<file path="config.mk">
export PLATFORM = sky130hd
export DESIGN_NAME = iopt_xlate
export DESIGN_NICKNAME = d
export VERILOG_FILES = /design/src/rtl/iopt_pkg.sv /design/src/rtl/iopt_regs.sv /design/src/rtl/iopt_index.sv /design/src/rtl/iopt_swap.sv /design/src/rtl/iopt_xlate.sv
export SDC_FILE = /design/constraint.sdc
export NUM_CORES = 1
export LEC_CHECK = 0
export BUFFER_PORTS_ARGS = -buffer_cell sky130_fd_sc_hd__buf_2
export CORE_MARGIN = 5
export CORE_UTILIZATION = 45
export DETAILED_ROUTE_END_ITERATION = 7
export PLACE_DENSITY_LB_ADDON = 0.25
export SETUP_SLACK_MARGIN = 0.3
export SYNTH_ARGS = -nofsm -noshare
export SYNTH_HDL_FRONTEND = slang
export SYNTH_SLANG_ARGS = --single-unit
</file>
<file path="constraint.sdc">
create_clock -name clk -period 3.2 [get_ports clk]
set_input_delay 0 -clock clk [delete_from_list [all_inputs] [get_ports clk]]
set_output_delay 0 -clock clk [all_outputs]
set_load 0.1 [all_outputs]
</file>
<file path="src/rtl/iopt_pkg.sv">
package iopt_pkg;
    localparam int WORD_W = 64;

    // control word fields
    localparam int CTL_EN_BIT   = 0;
    localparam int CTL_GRAN_BIT = 2;
    localparam int CTL_TSZ_LSB  = 16;

    // entry fields
    localparam int PTE_VALID_BIT = 63;
    localparam int PTE_BIG_BIT   = 61;
    localparam int PTE_WR_BIT    = 1;

    // register offsets
    localparam logic [4:0] OFS_CTL   = 5'h00;
    localparam logic [4:0] OFS_BASE  = 5'h08;
    localparam logic [4:0] OFS_FLUSH = 5'h10;

    localparam logic [15:0] MASK_SMALL = 16'h1FFF;
    localparam logic [15:0] MASK_LARGE = 16'hFFFF;

    typedef enum logic [1:0] {
        ST_IDLE,
        ST_FETCH,
        ST_WAIT,
        ST_DONE
    } xl_state_e;
endpackage

</file>
<file path="src/rtl/iopt_regs.sv">
module iopt_regs
    import iopt_pkg::*;
(
    input  logic              clk,
    input  logic              rst_n,
    input  logic              wr_en,
    input  logic [4:0]        addr,
    input  logic              wide,
    input  logic [WORD_W-1:0] wdata,
    output logic [WORD_W-1:0] rdata,
    output logic              ctl_en,
    output logic              ctl_gran,
    output logic [2:0]        ctl_tsz,
    output logic [WORD_W-1:0] base
);
    localparam int NREG = 2;

    logic [WORD_W-1:0] regs_d [NREG];
    logic [WORD_W-1:0] regs_q [NREG];

    always_comb begin
        for (int i = 0; i < NREG; i++) begin
            regs_d[i] = regs_q[i];
            if (wr_en) begin
                if (wide && addr == 5'(i * 8)) begin
                    regs_d[i] = wdata;
                end else if (!wide && addr == 5'(i * 8)) begin
                    regs_d[i][63:32] = wdata[31:0];
                end else if (!wide && addr == 5'(i * 8 + 4)) begin
                    regs_d[i][31:0] = wdata[31:0];
                end
            end
        end
    end

    always_ff @(posedge clk) begin
        for (int i = 0; i < NREG; i++) begin
            if (!rst_n) regs_q[i] <= '0;
            else        regs_q[i] <= regs_d[i];
        end
    end

    always_comb begin
        rdata = '0;
        for (int i = 0; i < NREG; i++) begin
            if (wide && addr == 5'(i * 8))
                rdata = regs_q[i];
            else if (!wide && addr == 5'(i * 8))
                rdata = {32'h0, regs_q[i][63:32]};
            else if (!wide && addr == 5'(i * 8 + 4))
                rdata = {32'h0, regs_q[i][31:0]};
        end
    end

    assign ctl_en   = regs_q[0][CTL_EN_BIT];
    assign ctl_gran = regs_q[0][CTL_GRAN_BIT];
    assign ctl_tsz  = regs_q[0][CTL_TSZ_LSB +: 3];
    assign base     = regs_q[1];
endmodule

</file>
<file path="src/rtl/iopt_index.sv">
module iopt_index
    import iopt_pkg::*;
#(
    parameter int VA_W = 32
) (
    input  logic [VA_W-1:0]   addr,
    input  logic              gran_large,
    input  logic [2:0]        tsz,
    output logic [WORD_W-1:0] offset,
    output logic              unsupported
);
    localparam int NCODE      = 8;
    localparam int NCODE_BIG  = 6;
    localparam int SMALL_BASE = 23;   // 8M covered by code 0
    localparam int LARGE_BASE = 26;   // 64M covered by code 0

    logic [WORD_W-1:0] off_small [NCODE];
    logic [WORD_W-1:0] off_large [NCODE];

    for (genvar c = 0; c < NCODE; c++) begin : g_code
        localparam int HI_S = (SMALL_BASE + c < VA_W) ? SMALL_BASE + c : VA_W;
        assign off_small[c] = WORD_W'(addr[HI_S-1:13]) << 3;
        if (c < NCODE_BIG) begin : g_big
            localparam int HI_L = (LARGE_BASE + c < VA_W) ? LARGE_BASE + c : VA_W;
            assign off_large[c] = WORD_W'(addr[HI_L-1:16]) << 3;
        end else begin : g_none
            assign off_large[c] = '0;
        end
    end

    always_comb begin
        offset      = gran_large ? off_large[tsz] : off_small[tsz];
        unsupported = gran_large && (int'(tsz) >= NCODE_BIG);
    end
endmodule

</file>
<file path="src/rtl/iopt_swap.sv">
module iopt_swap #(
    parameter int BYTES = 8
) (
    input  logic [BYTES*8-1:0] din,
    output logic [BYTES*8-1:0] dout
);
    for (genvar b = 0; b < BYTES; b++) begin : g_lane
        assign dout[b*8 +: 8] = din[(BYTES-1-b)*8 +: 8];
    end
endmodule

</file>
<file path="src/rtl/iopt_xlate.sv">
module iopt_xlate
    import iopt_pkg::*;
#(
    parameter int VA_W    = 32,
    parameter int PHYS_HI = 40
) (
    input  logic              clk,
    input  logic              rst_n,
    input  logic              reg_wr,
    input  logic [4:0]        reg_addr,
    input  logic              reg_wide,
    input  logic [WORD_W-1:0] reg_wdata,
    output logic [WORD_W-1:0] reg_rdata,
    input  logic              req_valid,
    output logic              req_ready,
    input  logic [VA_W-1:0]   req_addr,
    output logic              mem_req_valid,
    input  logic              mem_req_ready,
    output logic [WORD_W-1:0] mem_req_addr,
    input  logic              mem_rsp_valid,
    input  logic [WORD_W-1:0] mem_rsp_data,
    output logic              rsp_valid,
    output logic [WORD_W-1:0] rsp_addr,
    output logic [15:0]       rsp_mask,
    output logic              rsp_rd_ok,
    output logic              rsp_wr_ok,
    output logic              rsp_fault
);
    localparam logic [WORD_W-1:0] PHYS_ALL = (WORD_W'(1) << (PHYS_HI + 1)) - 1;
    localparam logic [WORD_W-1:0] PG_SMALL = PHYS_ALL & ~WORD_W'(MASK_SMALL);
    localparam logic [WORD_W-1:0] PG_LARGE = PHYS_ALL & ~WORD_W'(MASK_LARGE);

    typedef struct packed {
        xl_state_e         state;
        logic [VA_W-1:0]   va;
        logic [WORD_W-1:0] ent_addr;
        logic [WORD_W-1:0] pa;
        logic [15:0]       mask;
        logic              rd;
        logic              wr;
        logic              fault;
    } xl_t;

    xl_t xl_d, xl_q;

    logic              ctl_en, ctl_gran;
    logic [2:0]        ctl_tsz;
    logic [WORD_W-1:0] base;
    logic [WORD_W-1:0] offset;
    logic              unsup;
    logic [WORD_W-1:0] pte;
    logic [WORD_W-1:0] va_ext;

    iopt_regs u_regs (
        .clk      (clk),
        .rst_n    (rst_n),
        .wr_en    (reg_wr),
        .addr     (reg_addr),
        .wide     (reg_wide),
        .wdata    (reg_wdata),
        .rdata    (reg_rdata),
        .ctl_en   (ctl_en),
        .ctl_gran (ctl_gran),
        .ctl_tsz  (ctl_tsz),
        .base     (base)
    );

    iopt_index #(.VA_W(VA_W)) u_index (
        .addr        (req_addr),
        .gran_large  (ctl_gran),
        .tsz         (ctl_tsz),
        .offset      (offset),
        .unsupported (unsup)
    );

    iopt_swap #(.BYTES(WORD_W / 8)) u_swap (
        .din  (mem_rsp_data),
        .dout (pte)
    );

    assign va_ext = WORD_W'(xl_q.va);

    always_comb begin
        xl_d = xl_q;
        unique case (xl_q.state)
            ST_IDLE: begin
                if (req_valid) begin
                    xl_d.va = req_addr;
                    if (!ctl_en) begin
                        xl_d.pa    = WORD_W'(req_addr);
                        xl_d.mask  = MASK_SMALL;
                        xl_d.rd    = 1'b1;
                        xl_d.wr    = 1'b1;
                        xl_d.fault = 1'b0;
                        xl_d.state = ST_DONE;
                    end else if (unsup) begin
                        xl_d.pa    = '0;
                        xl_d.mask  = '0;
                        xl_d.rd    = 1'b0;
                        xl_d.wr    = 1'b0;
                        xl_d.fault = 1'b1;
                        xl_d.state = ST_DONE;
                    end else begin
                        xl_d.ent_addr = base + offset;
                        xl_d.state    = ST_FETCH;
                    end
                end
            end
            ST_FETCH: begin
                if (mem_req_ready) xl_d.state = ST_WAIT;
            end
            ST_WAIT: begin
                if (mem_rsp_valid) begin
                    xl_d.state = ST_DONE;
                    if (!pte[PTE_VALID_BIT]) begin
                        xl_d.pa    = '0;
                        xl_d.mask  = '0;
                        xl_d.rd    = 1'b0;
                        xl_d.wr    = 1'b0;
                        xl_d.fault = 1'b1;
                    end else begin
                        xl_d.rd    = 1'b1;
                        xl_d.wr    = pte[PTE_WR_BIT];
                        xl_d.fault = 1'b0;
                        if (pte[PTE_BIG_BIT]) begin
                            xl_d.pa   = (pte & PG_LARGE) | (va_ext & WORD_W'(MASK_LARGE));
                            xl_d.mask = MASK_LARGE;
                        end else begin
                            xl_d.pa   = (pte & PG_SMALL) | (va_ext & WORD_W'(MASK_SMALL));
                            xl_d.mask = MASK_SMALL;
                        end
                    end
                end
            end
            default: xl_d.state = ST_IDLE;
        endcase
    end

    always_ff @(posedge clk) begin
        if (!rst_n) xl_q <= '{state: ST_IDLE, default: '0};
        else        xl_q <= xl_d;
    end

    assign req_ready     = (xl_q.state == ST_IDLE);
    assign mem_req_valid = (xl_q.state == ST_FETCH);
    assign mem_req_addr  = xl_q.ent_addr;
    assign rsp_valid     = (xl_q.state == ST_DONE);
    assign rsp_addr      = xl_q.pa;
    assign rsp_mask      = xl_q.mask;
    assign rsp_rd_ok     = xl_q.rd;
    assign rsp_wr_ok     = xl_q.wr;
    assign rsp_fault     = xl_q.fault;
endmodule

</file>
* Yosys cells after proc, flatten, opt, wreduce, memory -nomap -nowiden
Memory sizes are Yosys's and may differ from the RTL's.
Index checks and enable logic that the tools add are counted.
** Storage, ports and cells
- Logic and storage cells :: 84
- Memories kept :: 1
- Input bits :: 172
- Output and inout port bits :: 214
- Bits in writable memories :: 128
- Register bits after elaboration :: 181
** Operators by class
- $add $sub $neg :: 1
- Reductions and logical operators :: 15
- Bitwise operators :: 6
- Equal/unequal tests :: 10
- $lt $le $gt $ge :: 2
- Muxes and demuxes :: 41
** Memories
- u_regs.regs_q :: depth 2, width 64, read ports 2, clocked after memory_dff 0, write ports 2, RTL line iopt_regs.sv:19 : logic [WORD_W-1:0] regs_q [NREG];
** Operators with widths (count)
- $mux 64 :: 18
- $bmux 64 s3 :: 2
- $mux 83 :: 4
- $mux 32 :: 7
- $mux 181 :: 1
- $pmux 83 s2 :: 1
- $add 64x64->64 :: 1
- $mux 57 :: 1
- $or 41x13->41 :: 1
- $or 41x16->41 :: 1
- $eq 5x4->1 const B :: 2
- $mux 2 :: 4
- $reduce_and 4->1 :: 2
- $logic_and 1x1->1 :: 7
- $pmux 2 s3 :: 1
- $eq 5x3->1 const B :: 1
- $logic_not 5->1 :: 1
- $eq 2x2->1 const B :: 2
- $ge 4x4->1 const B :: 1
- $ne 2x2->1 const B :: 2
- $not 3->4 :: 1
- $ge 3x3->1 const B :: 1
- $ne 3x2->1 const B :: 1
- $reduce_and 3->1 :: 1
- other kinds (9) :: 11

* Depth between registers and ports, before layout
An unclocked memory read counts as a cell.
- Depth after elaboration :: 11
- Gate-level depth with buffers :: 17
- Depth with buffers taken out :: 14

* By module
A second synthesis with hierarchy kept.
** Unflattened totals
- Cells, all modules :: 2155
- Area total of the unflattened synthesis :: 17481.8 µm²
** Modules (own cells, without submodules)
- iopt_xlate :: area each 9670.5 µm², instances 1, cells an instance 1273
- iopt_regs :: area each 6620.1 µm², instances 1, cells an instance 711
- iopt_index :: area each 710.7 µm², instances 1, cells an instance 107
- iopt_swap :: area each 480.5 µm², instances 1, cells an instance 64

* Worst setup path after synthesis
Ideal clock, no wire load.
- Path kind :: register -> register
- Start :: memory u_regs.regs_q[0][17]
- End :: register xl_q, in the netlist mem_req_addr[63]
- Data required time :: 3.126 ns
- Buffers on the path :: 3
- Data arrival time :: 3.386 ns
- Stages on the path, launching flop included :: 18
- Slack :: -0.260 ns
- Setup time :: 0.074 ns
- Cell sequence :: dfxtp_1 clkbuf_1 nand2_1 and2_1 clkbuf_1 nand2_1 o21ai_0 ha_1 inv_1 fa_1 nand2b_1 a21o_1 a31o_4 a31oi_4 o211ai_2 buf_6 or4_1 a31oi_1
** RTL lines
- from (decl) :: RTL line iopt_regs.sv:19
- to (signal assigned) :: RTL line iopt_xlate.sv:141 : else xl_q <= xl_d;
- to (decl) :: RTL line iopt_xlate.sv:44 : xl_t xl_d, xl_q;

==> metrics.log <==
[metrics] CTS clock-pin slew for the worst setup and hold paths: 0.06 ns
[metrics] Worst Hold Margin: 0.0213 ns
[metrics] placed insts: 2,327
[metrics] delay of the slowest critical-path stage: 0.37 ns
[metrics] Sink Count: 255
[metrics] largest net degree at the start of global routing: 106
[metrics] actual slew at the worst max-slew pin: 1.11 ns
[metrics] cell family contributing the most delay on the critical path: compound AO/OA/AOI/OAI gates
[metrics] core area: 0.0307 mm2
[metrics] time the worst path needs with I/O delays and setup: 2.93 ns
[metrics] initial antenna violation count: 1
[metrics] crit path DAT: 3.36 ns
[metrics] slowest CP cell: sky130_fd_sc_hd__a2111oi_4
[metrics] number of design rule violations left after detail routing: 0
[metrics] timing-limited maximum frequency: 0.341 GHz
[metrics] Crit Reg-Reg Endpoint: mem_req_addr[61]$_SDFFE_PN0P_
[metrics] critical path type: reg -> reg
[metrics] H-tree levels: 1
[metrics] remaining max-slew budget at the tightest pin: 25.8%
[metrics] Seq cells post-synth: 255
[metrics] fraction of registers with async set/reset: 0%
[metrics] die outline area: 0.0347 mm2
[metrics] setup repair after global routing missed its margin: true
[metrics] CTS tree: yes
[metrics] peak supply drop: 0.776 mV
[metrics] routed via count: 14,673
[metrics] Max FO, Critical Path: 7
[metrics] floorplan die height: 186 um
[metrics] Data required, critical path: 3.63 ns
[metrics] Place WS: 0.0273 ns
[metrics] root buffer selected by CTS: sky130_fd_sc_hd__clkbuf_16
[metrics] post-synthesis instance area: 0.0140 mm2
[metrics] Ports: 386
[metrics] clock tree skew after final layout: 0.0132 ns
[metrics] GRT Total Usage: 27.8%
[metrics] Layout Area Growth over Synthesis: 27.1%
[metrics] later-pin clock latency in the skew report: 0.55 ns
[metrics] starting density of the core: 45.6%
[metrics] Static Leak: 0.00720 uW
[metrics] final setup fails: 0
[metrics] WL per Instance: 20.4 um
[metrics] Worst Hold End: va_ext[2]$_SDFFE_PN0P_
[metrics] startpoint kind of the worst setup timing path: flop
[metrics] Via density: 5.80
[metrics] number of synthesized flops with an enable pin: 0
[metrics] worst-path cell chain: nand2_4 > and2_4 > nand2_1 > o21ai_1 > ha_2 > inv_2 > fa_2 > nand2b_4 > a21o_4 > a2111oi_4 > o31ai_4 > buf_6 > buf_6 > nor4_4 > xnor2_1 > a21oi_1
[metrics] Avg Cell Area, Syn: 7.73 um2
[metrics] switching share of power: 44.2%
[metrics] routed wire length: 51.7 mm
[metrics] design internal power: 6090 uW
[metrics] number of nets at the end of the flow: 2,309
[metrics] Clock Power Share: 29.3%
[metrics] final worst-path setup slack: 0.269 ns
[metrics] status: complete, no violations
[metrics] number of design-rule violations left by the first detailed-router iteration: 1,453
[metrics] post-synth cell types: 76
[metrics] final hold violation count: 0
[metrics] setup slack of the most critical reg-to-reg path: 0.27 ns
[metrics] number of iterations in the first detailed-routing pass: 6
[metrics] Pins Over Slew Limit: 0
[metrics] dpl hpwl: 35.6 mm
[metrics] hold-critical path depth: 3
[metrics] element type at the critical path end: flop
[metrics] R2R cell count: 16
[metrics] global-route wire length before repair: 76.8 mm
[metrics] standard-cell rows: 64
[metrics] logic gate share of total power: 37.7%
[metrics] reported max-cap violation count: 0
[metrics] Max clock buf depth: 3
[metrics] final cycle utilization of the critical path: 91.6%
[metrics] via count of the first global-routing pass: 13,570
[metrics] number of port buffers: 329
[metrics] Antenna Violating Nets Remaining: 0
[metrics] net switching power: 4820 uW
[metrics] Hold/Removal Path Class: in -> reg
[metrics] die width: 186 um
[metrics] number of buffers created by CTS: 28
[metrics] fraction of final layout cells sized beyond drive strength 1: 25.4%
[metrics] overall overflow remaining after global route: 0
[metrics] power density relative to cell area: 614 mW/mm2
[metrics] startpoint of the worst register-to-register path: u_regs.regs_q[0][18]$_SDFFE_PN0P_
[metrics] proportion of synthesized chip area in sequential cells: 36.5%
[metrics] number of warnings reported in the yosys synthesis log: 0
[metrics] RD Place Congestion: 0.982
[metrics] HP Start: rst_n
[metrics] accumulated negative setup slack: 0 ns
[metrics] number of cells in the finished layout apart from fillers: 2,532
[metrics] Most Frequent Cell on Critical Path: sky130_fd_sc_hd__buf_6
[metrics] Buf+Inv Stages, Crit Path: 3
[metrics] proportion of power drawn by flip-flops and latches: 33.0%
[metrics] Synth Instances: 1,809
[metrics] commonest register cell after synthesis: sky130_fd_sc_hd__dfxtp_1
## tightest hold or removal path: stages
cell and delay, ns:
sky130_fd_sc_hd__buf_2 0.12, sky130_fd_sc_hd__inv_6 0.18, sky130_fd_sc_hd__a21oi_1 0.20
## sequential cells by signal, indices dropped and copies added (netlist names)
register and count:
rsp_fault 1, rsp_wr_ok 1, u_regs.regs_q 128, xl_q 2, va_ext 16, rsp_mask 2
mem_req_addr 64, rsp_addr 41
## repair_timing
| item | in CTS | in global routing |
|---|---|---|
| setup endpoints to repair | 32 | 55 |
| buffers inserted | 7 | 13 |
| cloned | 1 | 2 |
| resized for setup | 26 | 33 |
| hold endpoints to repair | 189 | 0 |
| hold buffers | 130 | 0 |
| pin swaps | 22 | 24 |
## worst max path at each step
stage                                                 start                            end  slack [ns]  cells after the start
after floorplan           u_regs.regs_q[0][17]$_SDFFE_PN0P_  mem_req_addr[61]$_SDFFE_PN0P_        0.10                     17
after global placement    u_regs.regs_q[0][17]$_SDFFE_PN0P_  mem_req_addr[57]$_SDFFE_PN0P_        0.08                     15
after detailed placement  u_regs.regs_q[0][17]$_SDFFE_PN0P_  mem_req_addr[57]$_SDFFE_PN0P_        0.03                     15
after CTS                 u_regs.regs_q[0][18]$_SDFFE_PN0P_  mem_req_addr[57]$_SDFFE_PN0P_        0.21                     15
after global routing      u_regs.regs_q[0][18]$_SDFFE_PN0P_  mem_req_addr[45]$_SDFFE_PN0P_        0.15                     16
final                     u_regs.regs_q[0][18]$_SDFFE_PN0P_  mem_req_addr[61]$_SDFFE_PN0P_        0.27                     16
## routing by layer
metal	wire, um	track usage (%)	up-vias
met2	23600	44.0	789
met5	0	0	-
met1	21200	37.9	6890
li1	-	-	6855
met4	2040	9.53	0
met3	4940	5.58	139
## cell families after synthesis
logic type                 count (synthesis)  synth area share [%]
DFF                                      255                  36.5
buffers and inverters                    322                  13.0
and+or+nand+nor                          609                  20.0
AOI/OAI and AO/OA                        547                  25.1
adders and majority gates                 23                  2.11
xor gates and xnor gates                  48                  3.01
muxes                                      4                 0.313
other                                      1                0.0268
## Yosys cell counts, drive strengths merged, types with 32 or more instances
cell type / count / area share, %
a21oi: 228 / 8.2
a221oi: 64 / 4.1
a22o: 32 / 2.0
buf: 158 / 8.3
clkbuf: 132 / 3.8
dfxtp: 255 / 37
nand2: 312 / 8.4
nand2b: 39 / 1.7
nand3: 38 / 1.5
nor2: 94 / 2.6
nor3: 56 / 2.0
o211ai: 72 / 3.9
o21ai: 70 / 2.5
o22ai: 33 / 1.5
xnor2: 32 / 2.0
## power groups by stage
stage	sequential, uW	combinational, uW	clock [uW]
after floorplan	3760	3500	0
after global placement	3660	3850	0
after detailed placement	3670	3860	0
after CTS	3600	4060	3240
after global routing	3640	4300	3370
final	3600	4120	3190
## layout make-up
cell class / count / area [um2]
diodes: 3 / 7.51
well taps: 396 / 495
flip-flops and latches: 255 / 5110
inverters: 31 / 121
repair buffers: 543 / 3670
clock inverters: 8 / 67.6
clock buffers: 41 / 831
multi-input cells: 1255 / 7470
fillers: 2793 / 12900
## layout by cell type (no fill, tap or decap), types with 38 or more instances in the layout
cell	count
sky130_fd_sc_hd__dlygate4sd3_1	130
sky130_fd_sc_hd__nand2_1	310
sky130_fd_sc_hd__nor2_1	88
sky130_fd_sc_hd__nor3_1	49
sky130_fd_sc_hd__o211ai_1	71
sky130_fd_sc_hd__o21ai_0	63
sky130_fd_sc_hd__nand2b_1	38
sky130_fd_sc_hd__buf_2	331
sky130_fd_sc_hd__a21oi_1	220
sky130_fd_sc_hd__dfxtp_1	253
sky130_fd_sc_hd__a221oi_1	63
sky130_fd_sc_hd__buf_4	71
## through the flow
| stage | power (uW) | cell area (um2) | util [%] |
|---|---|---|---|
| 2_1_floorplan | 7260 | 14100 | - |
| 3_3_place_gp | 7500 | 15100 | 49.3 |
| 3_5_place_dp | 7530 | 15100 | 49.3 |
| 4_1_cts | 10900 | 17500 | 57.2 |
| 5_1_grt | 11300 | 17800 | 57.9 |
| 6_report | 10900 | 17800 | 57.9 |
(Power assumes the default switching activity.)
